===== src/rtl/twi_pkg.sv =====
package twi_pkg;
   localparam int BYTE_W = 8;

   typedef enum logic [2:0] {
      ST_IDLE,
      ST_CTRL,
      ST_CTRL_ACK,
      ST_WR,
      ST_WR_ACK,
      ST_RD,
      ST_RD_ACK
   } twi_state_e;
endpackage


===== src/rtl/twi_sync.sv =====
module twi_sync #(
   parameter int WIDTH  = 2,
   parameter int STAGES = 2
) (
   input  logic             clk,
   input  logic             rst_n,
   input  logic [WIDTH-1:0] d_i,
   output logic [WIDTH-1:0] q_o
);
   generate
      if (STAGES < 2) begin : g_bad_stages
         $error("twi_sync needs at least two stages");
      end
   endgenerate

   logic [STAGES-1:0][WIDTH-1:0] chain_q;

   always_ff @(posedge clk or negedge rst_n) begin
      if (!rst_n) chain_q <= '1;
      else        chain_q <= {chain_q[STAGES-2:0], d_i};
   end

   assign q_o = chain_q[STAGES-1];
endmodule


===== src/rtl/twi_bus_events.sv =====
module twi_bus_events (
   input  logic clk,
   input  logic rst_n,
   input  logic scl_s_i,
   input  logic sda_s_i,
   output logic scl_lvl_o,
   output logic sda_lvl_o,
   output logic scl_rise_o,
   output logic scl_fall_o,
   output logic start_o,
   output logic stop_o
);
   logic scl_q, sda_q;

   always_ff @(posedge clk or negedge rst_n) begin
      if (!rst_n) begin
         scl_q <= 1'b1;
         sda_q <= 1'b1;
      end else begin
         scl_q <= scl_s_i;
         sda_q <= sda_s_i;
      end
   end

   assign scl_lvl_o  = scl_s_i;
   assign sda_lvl_o  = sda_s_i;
   assign scl_rise_o = scl_s_i & ~scl_q;
   assign scl_fall_o = ~scl_s_i & scl_q;
   assign start_o    = scl_s_i & scl_q & sda_q & ~sda_s_i;
   assign stop_o     = scl_s_i & scl_q & ~sda_q & sda_s_i;
endmodule


===== src/rtl/twi_slave_fsm.sv =====
module twi_slave_fsm
   import twi_pkg::*;
#(
   parameter int              CODE_W   = 4,
   parameter int              ADDR_W   = 3,
   parameter logic [CODE_W-1:0] DEV_CODE = 4'b0101
) (
   input  logic              clk,
   input  logic              rst_n,
   input  logic              scl_rise_i,
   input  logic              scl_fall_i,
   input  logic              sda_lvl_i,
   input  logic              start_i,
   input  logic              stop_i,
   input  logic [ADDR_W-1:0] strap_i,
   input  logic [BYTE_W-1:0] rd_data_i,
   output logic              pull_o,
   output logic              stb_o,
   output logic [BYTE_W-1:0] data_o,
   output logic              idle_o
);
   localparam int                CNT_W    = $clog2(BYTE_W + 1);
   localparam logic [CNT_W-1:0]  CNT_FULL = CNT_W'(BYTE_W);

   twi_state_e        state_q;
   logic [CNT_W-1:0]  cnt_q;
   logic [BYTE_W-1:0] shreg_q;
   logic [BYTE_W-1:0] txreg_q;
   logic              rd_mode_q;
   logic              mack_q;
   logic              pull_q;
   logic              stb_q;
   logic [BYTE_W-1:0] data_q;
   logic              ctrl_hit;

   assign ctrl_hit = (shreg_q[BYTE_W-1 -: CODE_W] == DEV_CODE) &&
                     (shreg_q[ADDR_W:1] == strap_i);

   always_ff @(posedge clk or negedge rst_n) begin
      if (!rst_n) begin
         state_q   <= ST_IDLE;
         cnt_q     <= '0;
         shreg_q   <= '0;
         txreg_q   <= '0;
         rd_mode_q <= 1'b0;
         mack_q    <= 1'b0;
         pull_q    <= 1'b0;
         stb_q     <= 1'b0;
         data_q    <= '0;
      end else begin
         stb_q <= 1'b0;
         if (start_i) begin
            state_q <= ST_CTRL;
            cnt_q   <= '0;
            pull_q  <= 1'b0;
         end else if (stop_i) begin
            state_q <= ST_IDLE;
            cnt_q   <= '0;
            pull_q  <= 1'b0;
         end else begin
            case (state_q)
               ST_CTRL, ST_WR: begin
                  if (scl_rise_i) begin
                     shreg_q <= {shreg_q[BYTE_W-2:0], sda_lvl_i};
                     cnt_q   <= cnt_q + 1'b1;
                  end else if (scl_fall_i && cnt_q == CNT_FULL) begin
                     cnt_q <= '0;
                     if (state_q == ST_WR) begin
                        pull_q  <= 1'b1;
                        state_q <= ST_WR_ACK;
                     end else if (ctrl_hit) begin
                        pull_q    <= 1'b1;
                        rd_mode_q <= shreg_q[0];
                        state_q   <= ST_CTRL_ACK;
                     end else begin
                        state_q <= ST_IDLE;
                     end
                  end
               end
               ST_CTRL_ACK: begin
                  if (scl_fall_i) begin
                     if (rd_mode_q) begin
                        txreg_q <= rd_data_i;
                        pull_q  <= ~rd_data_i[BYTE_W-1];
                        state_q <= ST_RD;
                     end else begin
                        pull_q  <= 1'b0;
                        state_q <= ST_WR;
                     end
                  end
               end
               ST_WR_ACK: begin
                  if (scl_fall_i) begin
                     pull_q  <= 1'b0;
                     stb_q   <= 1'b1;
                     data_q  <= shreg_q;
                     state_q <= ST_WR;
                  end
               end
               ST_RD: begin
                  if (scl_rise_i) begin
                     cnt_q <= cnt_q + 1'b1;
                  end else if (scl_fall_i) begin
                     if (cnt_q == CNT_FULL) begin
                        pull_q  <= 1'b0;
                        cnt_q   <= '0;
                        state_q <= ST_RD_ACK;
                     end else begin
                        pull_q  <= ~txreg_q[BYTE_W-2];
                        txreg_q <= txreg_q << 1;
                     end
                  end
               end
               ST_RD_ACK: begin
                  if (scl_rise_i) begin
                     mack_q <= ~sda_lvl_i;
                  end else if (scl_fall_i) begin
                     if (mack_q) begin
                        txreg_q <= rd_data_i;
                        pull_q  <= ~rd_data_i[BYTE_W-1];
                        state_q <= ST_RD;
                     end else begin
                        state_q <= ST_IDLE;
                     end
                  end
               end
               default: ;
            endcase
         end
      end
   end

   assign pull_o = pull_q;
   assign stb_o  = stb_q;
   assign data_o = data_q;
   assign idle_o = (state_q == ST_IDLE);
endmodule


===== src/rtl/twi_cfg_slave.sv =====
module twi_cfg_slave
   import twi_pkg::*;
#(
   parameter int                CODE_W      = 4,
   parameter int                ADDR_W      = 3,
   parameter logic [CODE_W-1:0] DEV_CODE    = 4'b0101,
   parameter int                SYNC_STAGES = 2
) (
   input  logic              clk,
   input  logic              rst_n,
   input  logic              scl_i,
   input  logic              sda_i,
   input  logic [ADDR_W-1:0] strap_i,
   output logic              sda_pull_o,
   output logic              wr_stb_o,
   output logic [BYTE_W-1:0] wr_data_o,
   input  logic [BYTE_W-1:0] rd_data_i
);
   generate
      if (CODE_W + ADDR_W + 1 != BYTE_W) begin : g_bad_ctrl_layout
         $error("control byte fields must fill exactly one byte");
      end
   endgenerate

   logic scl_s, sda_s;
   logic scl_lvl, sda_lvl, scl_rise, scl_fall, start_det, stop_det;
   logic fsm_idle;

   twi_sync #(.WIDTH(2), .STAGES(SYNC_STAGES)) sync_i (
      .clk   (clk),
      .rst_n (rst_n),
      .d_i   ({scl_i, sda_i}),
      .q_o   ({scl_s, sda_s})
   );

   twi_bus_events events_i (
      .clk        (clk),
      .rst_n      (rst_n),
      .scl_s_i    (scl_s),
      .sda_s_i    (sda_s),
      .scl_lvl_o  (scl_lvl),
      .sda_lvl_o  (sda_lvl),
      .scl_rise_o (scl_rise),
      .scl_fall_o (scl_fall),
      .start_o    (start_det),
      .stop_o     (stop_det)
   );

   twi_slave_fsm #(.CODE_W(CODE_W), .ADDR_W(ADDR_W), .DEV_CODE(DEV_CODE)) fsm_i (
      .clk        (clk),
      .rst_n      (rst_n),
      .scl_rise_i (scl_rise),
      .scl_fall_i (scl_fall),
      .sda_lvl_i  (sda_lvl),
      .start_i    (start_det),
      .stop_i     (stop_det),
      .strap_i    (strap_i),
      .rd_data_i  (rd_data_i),
      .pull_o     (sda_pull_o),
      .stb_o      (wr_stb_o),
      .data_o     (wr_data_o),
      .idle_o     (fsm_idle)
   );
endmodule


===== config.mk =====
export PLATFORM = sky130hd
export DESIGN_NAME = twi_cfg_slave
export DESIGN_NICKNAME = d
export VERILOG_FILES = /design/src/rtl/twi_pkg.sv /design/src/rtl/twi_sync.sv /design/src/rtl/twi_bus_events.sv /design/src/rtl/twi_slave_fsm.sv /design/src/rtl/twi_cfg_slave.sv
export SDC_FILE = /design/constraint.sdc
export NUM_CORES = 1
export LEC_CHECK = 0
export BUFFER_PORTS_ARGS = -buffer_cell sky130_fd_sc_hd__clkbuf_2
export CAP_MARGIN = 20
export CORE_MARGIN = 2
export CORE_UTILIZATION = 51
export CTS_CLUSTER_SIZE = 40
export DETAILED_ROUTE_END_ITERATION = 6
export HOLD_SLACK_MARGIN = 0.03
export PLACE_DENSITY = 0.72
export SYNTH_ARGS = -nofsm -noshare
export SYNTH_HDL_FRONTEND = slang
export SYNTH_HIERARCHICAL = 1
export SYNTH_SLANG_ARGS = --single-unit

===== constraint.sdc =====
create_clock -name clk -period 2.7 [get_ports clk]
set_input_delay 0.675 -clock clk [delete_from_list [all_inputs] [get_ports clk]]
set_output_delay 0.675 -clock clk [all_outputs]
set_load 0.02 [all_outputs]

# == Yosys cells after proc, flatten, opt, wreduce, memory -nomap -nowiden ==
# Cells that the tools add are included.
# classes
addsub,1
n_eq_ne,31
mux,53
bitwise,17
n_reduce_logical,14
# op_table
cell,count
$mux W7,8
$mux W3,14
$mux W4,7
$ne A4 B3 Y1 const B,7
$reduce_and A11 Y1,2
$pmux W7 S3,1
$mux W1,19
$reduce_and A4 Y1,4
$ne A5 B4 Y1 const B,3
$pmux W3 S5,1
$ne A4 B4 Y1 const B,3
$ne A2 B1 Y1 const B,5
$not A1 Y1,10
$reduce_and A10 Y1,1
$eq A3 B3 Y1 const B,3
$pmux W4 S2,1
$and A1 B1 Y1,7
$reduce_and A7 Y1,1
$reduce_bool A7 Y1,1
$eq A3 B2 Y1 const B,2
$ne A2 B2 Y1 const B,3
$ne A5 B3 Y1 const B,1
$pmux W1 S5,1
$add A4 B1 Y4 const B,1
other kinds (9),10
# totals
regBits,40
in_bits,15
output_inout_bits,10
elab_cells,129

# == Depth between registers and ports, before layout ==
# logic_depth
ltp_word,9
depth_mapped,8
depth_no_buf,7

# == Cells and area by module ==
# The synthesis kept the hierarchy.
# modules_own_cells
mod,n_inst,cells_each,area_per_inst_um2,seq_area_each_um2
twi_slave_fsm,1,177,1853.0,850.8
twi_sync,1,6,120.1,105.1
twi_bus_events,1,8,100.1,52.6

# == Worst setup path before layout ==
# No wires, ideal clock.
# synth_timing
path_kind,register to register
startpoint,"reg sync_i.chain_q, in the netlist sync_i/q_o[0]"
endpoint,reg fsm_i.rd_mode_q
setup_ps,125
arrival_ps,1968
required_time_ps,2575
path_slack_ps,607
stages_incl_launch_ff,8
n_path_buf,2
synth_period_minus_slack_ps,2093
cell_sequence,dfstp_2 buf_4 and4b_1 or2_2 buf_2 nor3_1 and4b_1 mux2_2
# synth_between
elab_chain_cells,4
word_cells_on_any_way,6
classes_between,5 x bitwise; 1 x reduce/logical
# synth_lines
item,line,text
start: declaration,twi_sync.sv:16,logic [STAGES-1:0][WIDTH-1:0] chain_q;
start signal: assignment,twi_sync.sv:20,"else chain_q <= {chain_q[STAGES-2:0], d_i};"
$not A1 Y1,twi_bus_events.sv:29,assign start_o = scl_s_i & scl_q & sda_q & ~sda_s_i;
$and A1 B1 Y1,twi_bus_events.sv:29,
net start_det,twi_cfg_slave.sv:26,"logic scl_lvl, sda_lvl, scl_rise, scl_fall, start_det, stop_det;"
$not A1 Y1 (no source line),--,
$reduce_and A7 Y1 (no source line),--,
end signal: assignment,twi_slave_fsm.sv:73,rd_mode_q <= shreg_q[0];
end: declaration,twi_slave_fsm.sv:29,logic rd_mode_q;
# The timed path passes the listed nets, and every way through them passes these cells.
# A chain may end at the register's enable or synchronous reset.

# == Worst setup path after layout ==
# layout_timing
startpoint,reg events_i.scl_q
endpoint,reg fsm_i.state_q[2]
# layout_between
word_cells_on_any_way,22
classes_between,9 x eq/ne; 2 x mux; 8 x bitwise; 3 x reduce/logical
# layout_rtl
item,line,text
start: declaration,twi_bus_events.sv:13,"logic scl_q, sda_q;"
start signal: assignment,twi_bus_events.sv:20,scl_q <= scl_s_i;
$and A1 B1 Y1 *,twi_bus_events.sv:28,assign scl_fall_o = ~scl_s_i & scl_q;
net scl_fall,twi_cfg_slave.sv:26,
$logic_and A1 B1 Y1,twi_slave_fsm.sv:66,end else if (scl_fall_i && cnt_q == CNT_FULL) begin
$ne A4 B3 Y1 (no source line),--,
$reduce_and A10 Y1 (no source line) *,--,
end signal: assignment,twi_slave_fsm.sv:70,state_q <= ST_WR_ACK;
end signal: assignment,twi_slave_fsm.sv:74,state_q <= ST_CTRL_ACK;
end signal: assignment,twi_slave_fsm.sv:76,state_q <= ST_IDLE;
end: declaration,twi_slave_fsm.sv:25,twi_state_e state_q;
# The timed path passes the listed nets; every way through them passes the cells marked *.

==> results.py <==
metrics = {
    "timing": {
        "setup_violations": 0,
        "min_period_ps": 2271,
        "report.final.slew_viol_count": 0,
        "relSlewSlack": 0.3500,
        "hold_viol": 0,
        "rsz0062_at_grt": "false",
        "worst_clock_skew_ps": 3.848,
        "period_share": 0.8413,
        "fmax_mhz": 440.3,
        "worst_pin_slew_ps": 974.9,
        "fin_setup_tns_ps": 0,
    },
    "job": {
        "drv_cap": 0,
    },
    "clocking": {
        "worstSkewPairLatency_ps": 290,
        "cts_resized": 0,
        "cts_htree_levels": 2,
        "hold_buffers": 0,
        "postCtsSetupRepairBufs": 0,
        "cts_tree": "yes",
        "clk_path_buf_depth": 2,
        "cts_made_buffers": 5,
        "clk_root_buffer_cell": "clkbuf_8",
        "clock-sinks": 40,
        "path_clk_slew_ps": 80,
    },
    "worst_hold_path": {
        "hold_class": "reg -> reg",
        "holdPathStages": 0,
        "min-delay-start": "sync_i/chain_q[0]$_DFF_PN1_",
    },
    "worst_setup_path": {
        "critPathMaxFanout": 6,
        "endpoint_kind": "flip-flop",
        "cp.arrival_ps": 2460,
        "slowest_delay_ps": 550,
        "timing.rr.end": "fsm_i/state_q[2]$_DFFE_PN0P_",
        "reg2reg_slack_ps": 430,
        "startpoint": "events_i/scl_q$_DFF_PN1_",
        "crit_type": "reg -> reg",
        "cpMaxStageDelayCell": "dfstp_2",
        "crit_path_cell_trace": "nor2b_1, and4b_1, a221oi_2, a311o_2, a21oi_4, mux2_4",
        "crit_path_start_kind": "flip-flop",
        "crit_required_ps": 2890,
        "worst_r2r_startpoint": "events_i/scl_q$_DFF_PN1_",
        "reg2reg_depth": 6,
        "crit_path_end": "fsm_i/state_q[2]$_DFFE_PN0P_",
    },
    "drt": {
        "drc": 0,
        "vias": 1513,
        "first_pass_iters": 4,
        "via_per_inst": 5.731,
        "routedWlPerCell_um": 15.33,
        "drtIter0Drc": 121,
        "ant_nets": 0,
        "routed_wl_um": 4048,
    },
    "finish": {
        "fill_cells": 328,
        "stdcell_count": 264,
        "layout-area-overhead-vs-synth_pct": 12.45,
        "n_antenna_cell": 0,
        "final_layout_size_suffix_gt1_frac": 0.3364,
        "layout.nets": 230,
    },
    "yosys": {
        "synthCells": 189,
        "synth_nets": 206,
        "syn_area_um2": 2061,
        "yosysWarnings": 6,
        "postSynthAreaPerCell_um2": 10.90,
    },
    "floorplanning": {
        "core.rowCount": 23,
        "die_h_um": 67.57,
        "start_util": 0.5227,
        "fp.dieW_um": 67.57,
        "io_pins": 25,
        "dieArea_um2": 4565,
        "coreArea_um2": 3943,
    },
    "grt": {
        "grt_pass1_wl_um": 6886,
        "grt_util_all_layers": 0.2084,
        "grt_overflow_total": 0,
        "grt_pass1_vias": 1488,
        "antenna_found_initial": 0,
        "grt_max_degree": 41,
    },
    "placed_design": {
        "portBuffers": 24,
        "gp_routability_congestion": 0.9235,
        "dpl.cell_count": 256,
        "dpl.hpwl_um": 2900,
    },
    "pwr": {
        "ir_drop_mv": 0.5543,
        "powerDensity_nw_per_um2": 543.9,
        "p_leak_nw": 1.131,
    },
    "status": {
        "status": "finished clean",
    },
}
==> flip-flops by register name, summed over array words and instances (netlist names) <==
signal,count
fsm_i/txreg_q,7
events_i/sda_q,1
fsm_i/state_q,3
fsm_i/pull_o,1
events_i/scl_q,1
fsm_i/mack_q,1
fsm_i/shreg_q,8
sync_i/q_o,2
fsm_i/cnt_q,4
fsm_i/data_o,8
sync_i/chain_q,2
fsm_i/rd_mode_q,1
fsm_i/stb_o,1
==> layer usage <==
metal / wire length [µm] / track usage
met5: 0 / 0
met4: 91 / 0.1046
met3: 251 / 0.05500
met2: 1935 / 0.3333
met1: 1770 / 0.2591
==> placed cells by master, fill, tap and decap left out, drive strengths merged, types with 3 or more instances in the layout <==
cell and n:
a21oi 4, and4b 4, clkbuf 30, dfrtp 34, dfstp 6, inv 5
mux2 22, nand2 34, nand2b 3, nand3 4, nand3b 3, nand4 3
nor2 9, nor2b 4, o21ai 9, o31ai 4, xnor2 3
==> metrics by stage <==
step	utilization	power, mW	cell area (µm²)	hold slack, ps	setup slack (ps)
after detailed placement	0.5570	0.7534	2196	348.4	462.0
after global routing	0.5878	1.317	2317	366.0	355.1
after global placement	0.5570	0.7491	2196	348.4	511.6
after floorplan	-	0.7143	2061	345.2	607.1
final	0.5878	1.260	2317	359.3	428.6
after CTS	0.5878	1.280	2317	358.1	464.4
==> worst min-delay path by stage <==
stage | slack (ps) | endpoint
finish | 360 | sync_i/q_o[0]$_DFF_PN1_
global route | 370 | sync_i/q_o[0]$_DFF_PN1_
CTS | 360 | sync_i/q_o[0]$_DFF_PN1_
detailed placement | 350 | sync_i/q_o[0]$_DFF_PN1_
global placement | 350 | sync_i/q_o[1]$_DFF_PN1_
floorplan | 350 | sync_i/q_o[0]$_DFF_PN1_
==> report_power, final <==
part | switching, mW | internal (mW) | leakage, nW
registers | 0.0215 | 0.623 | 0.529
clock network | 0.215 | 0.302 | 0.0614
logic | 0.0553 | 0.0434 | 0.541
==> critical path: cells and delay by family, from the launching register on <==
family / cells / cell delay, ps
and+or+nand+nor: 2 / 680
DFF: 1 / 550
AOI/OAI and AO/OA: 3 / 630
muxes: 1 / 310
==> final cells by class <==
cell class / count / area [µm²] / share of cell area
flip-flops and latches: 40 / 1008 / 0.4352
clock inverters: 2 / 38.79 / 0.01674
repair buffers: 26 / 135.1 / 0.05832
inverters: 6 / 22.52 / 0.009719
clock buffers: 6 / 82.58 / 0.03564
multi-input cells: 134 / 967.2 / 0.4174
well taps: 50 / 62.56 / 0.02700
Power figures use the tool's default switching activity.
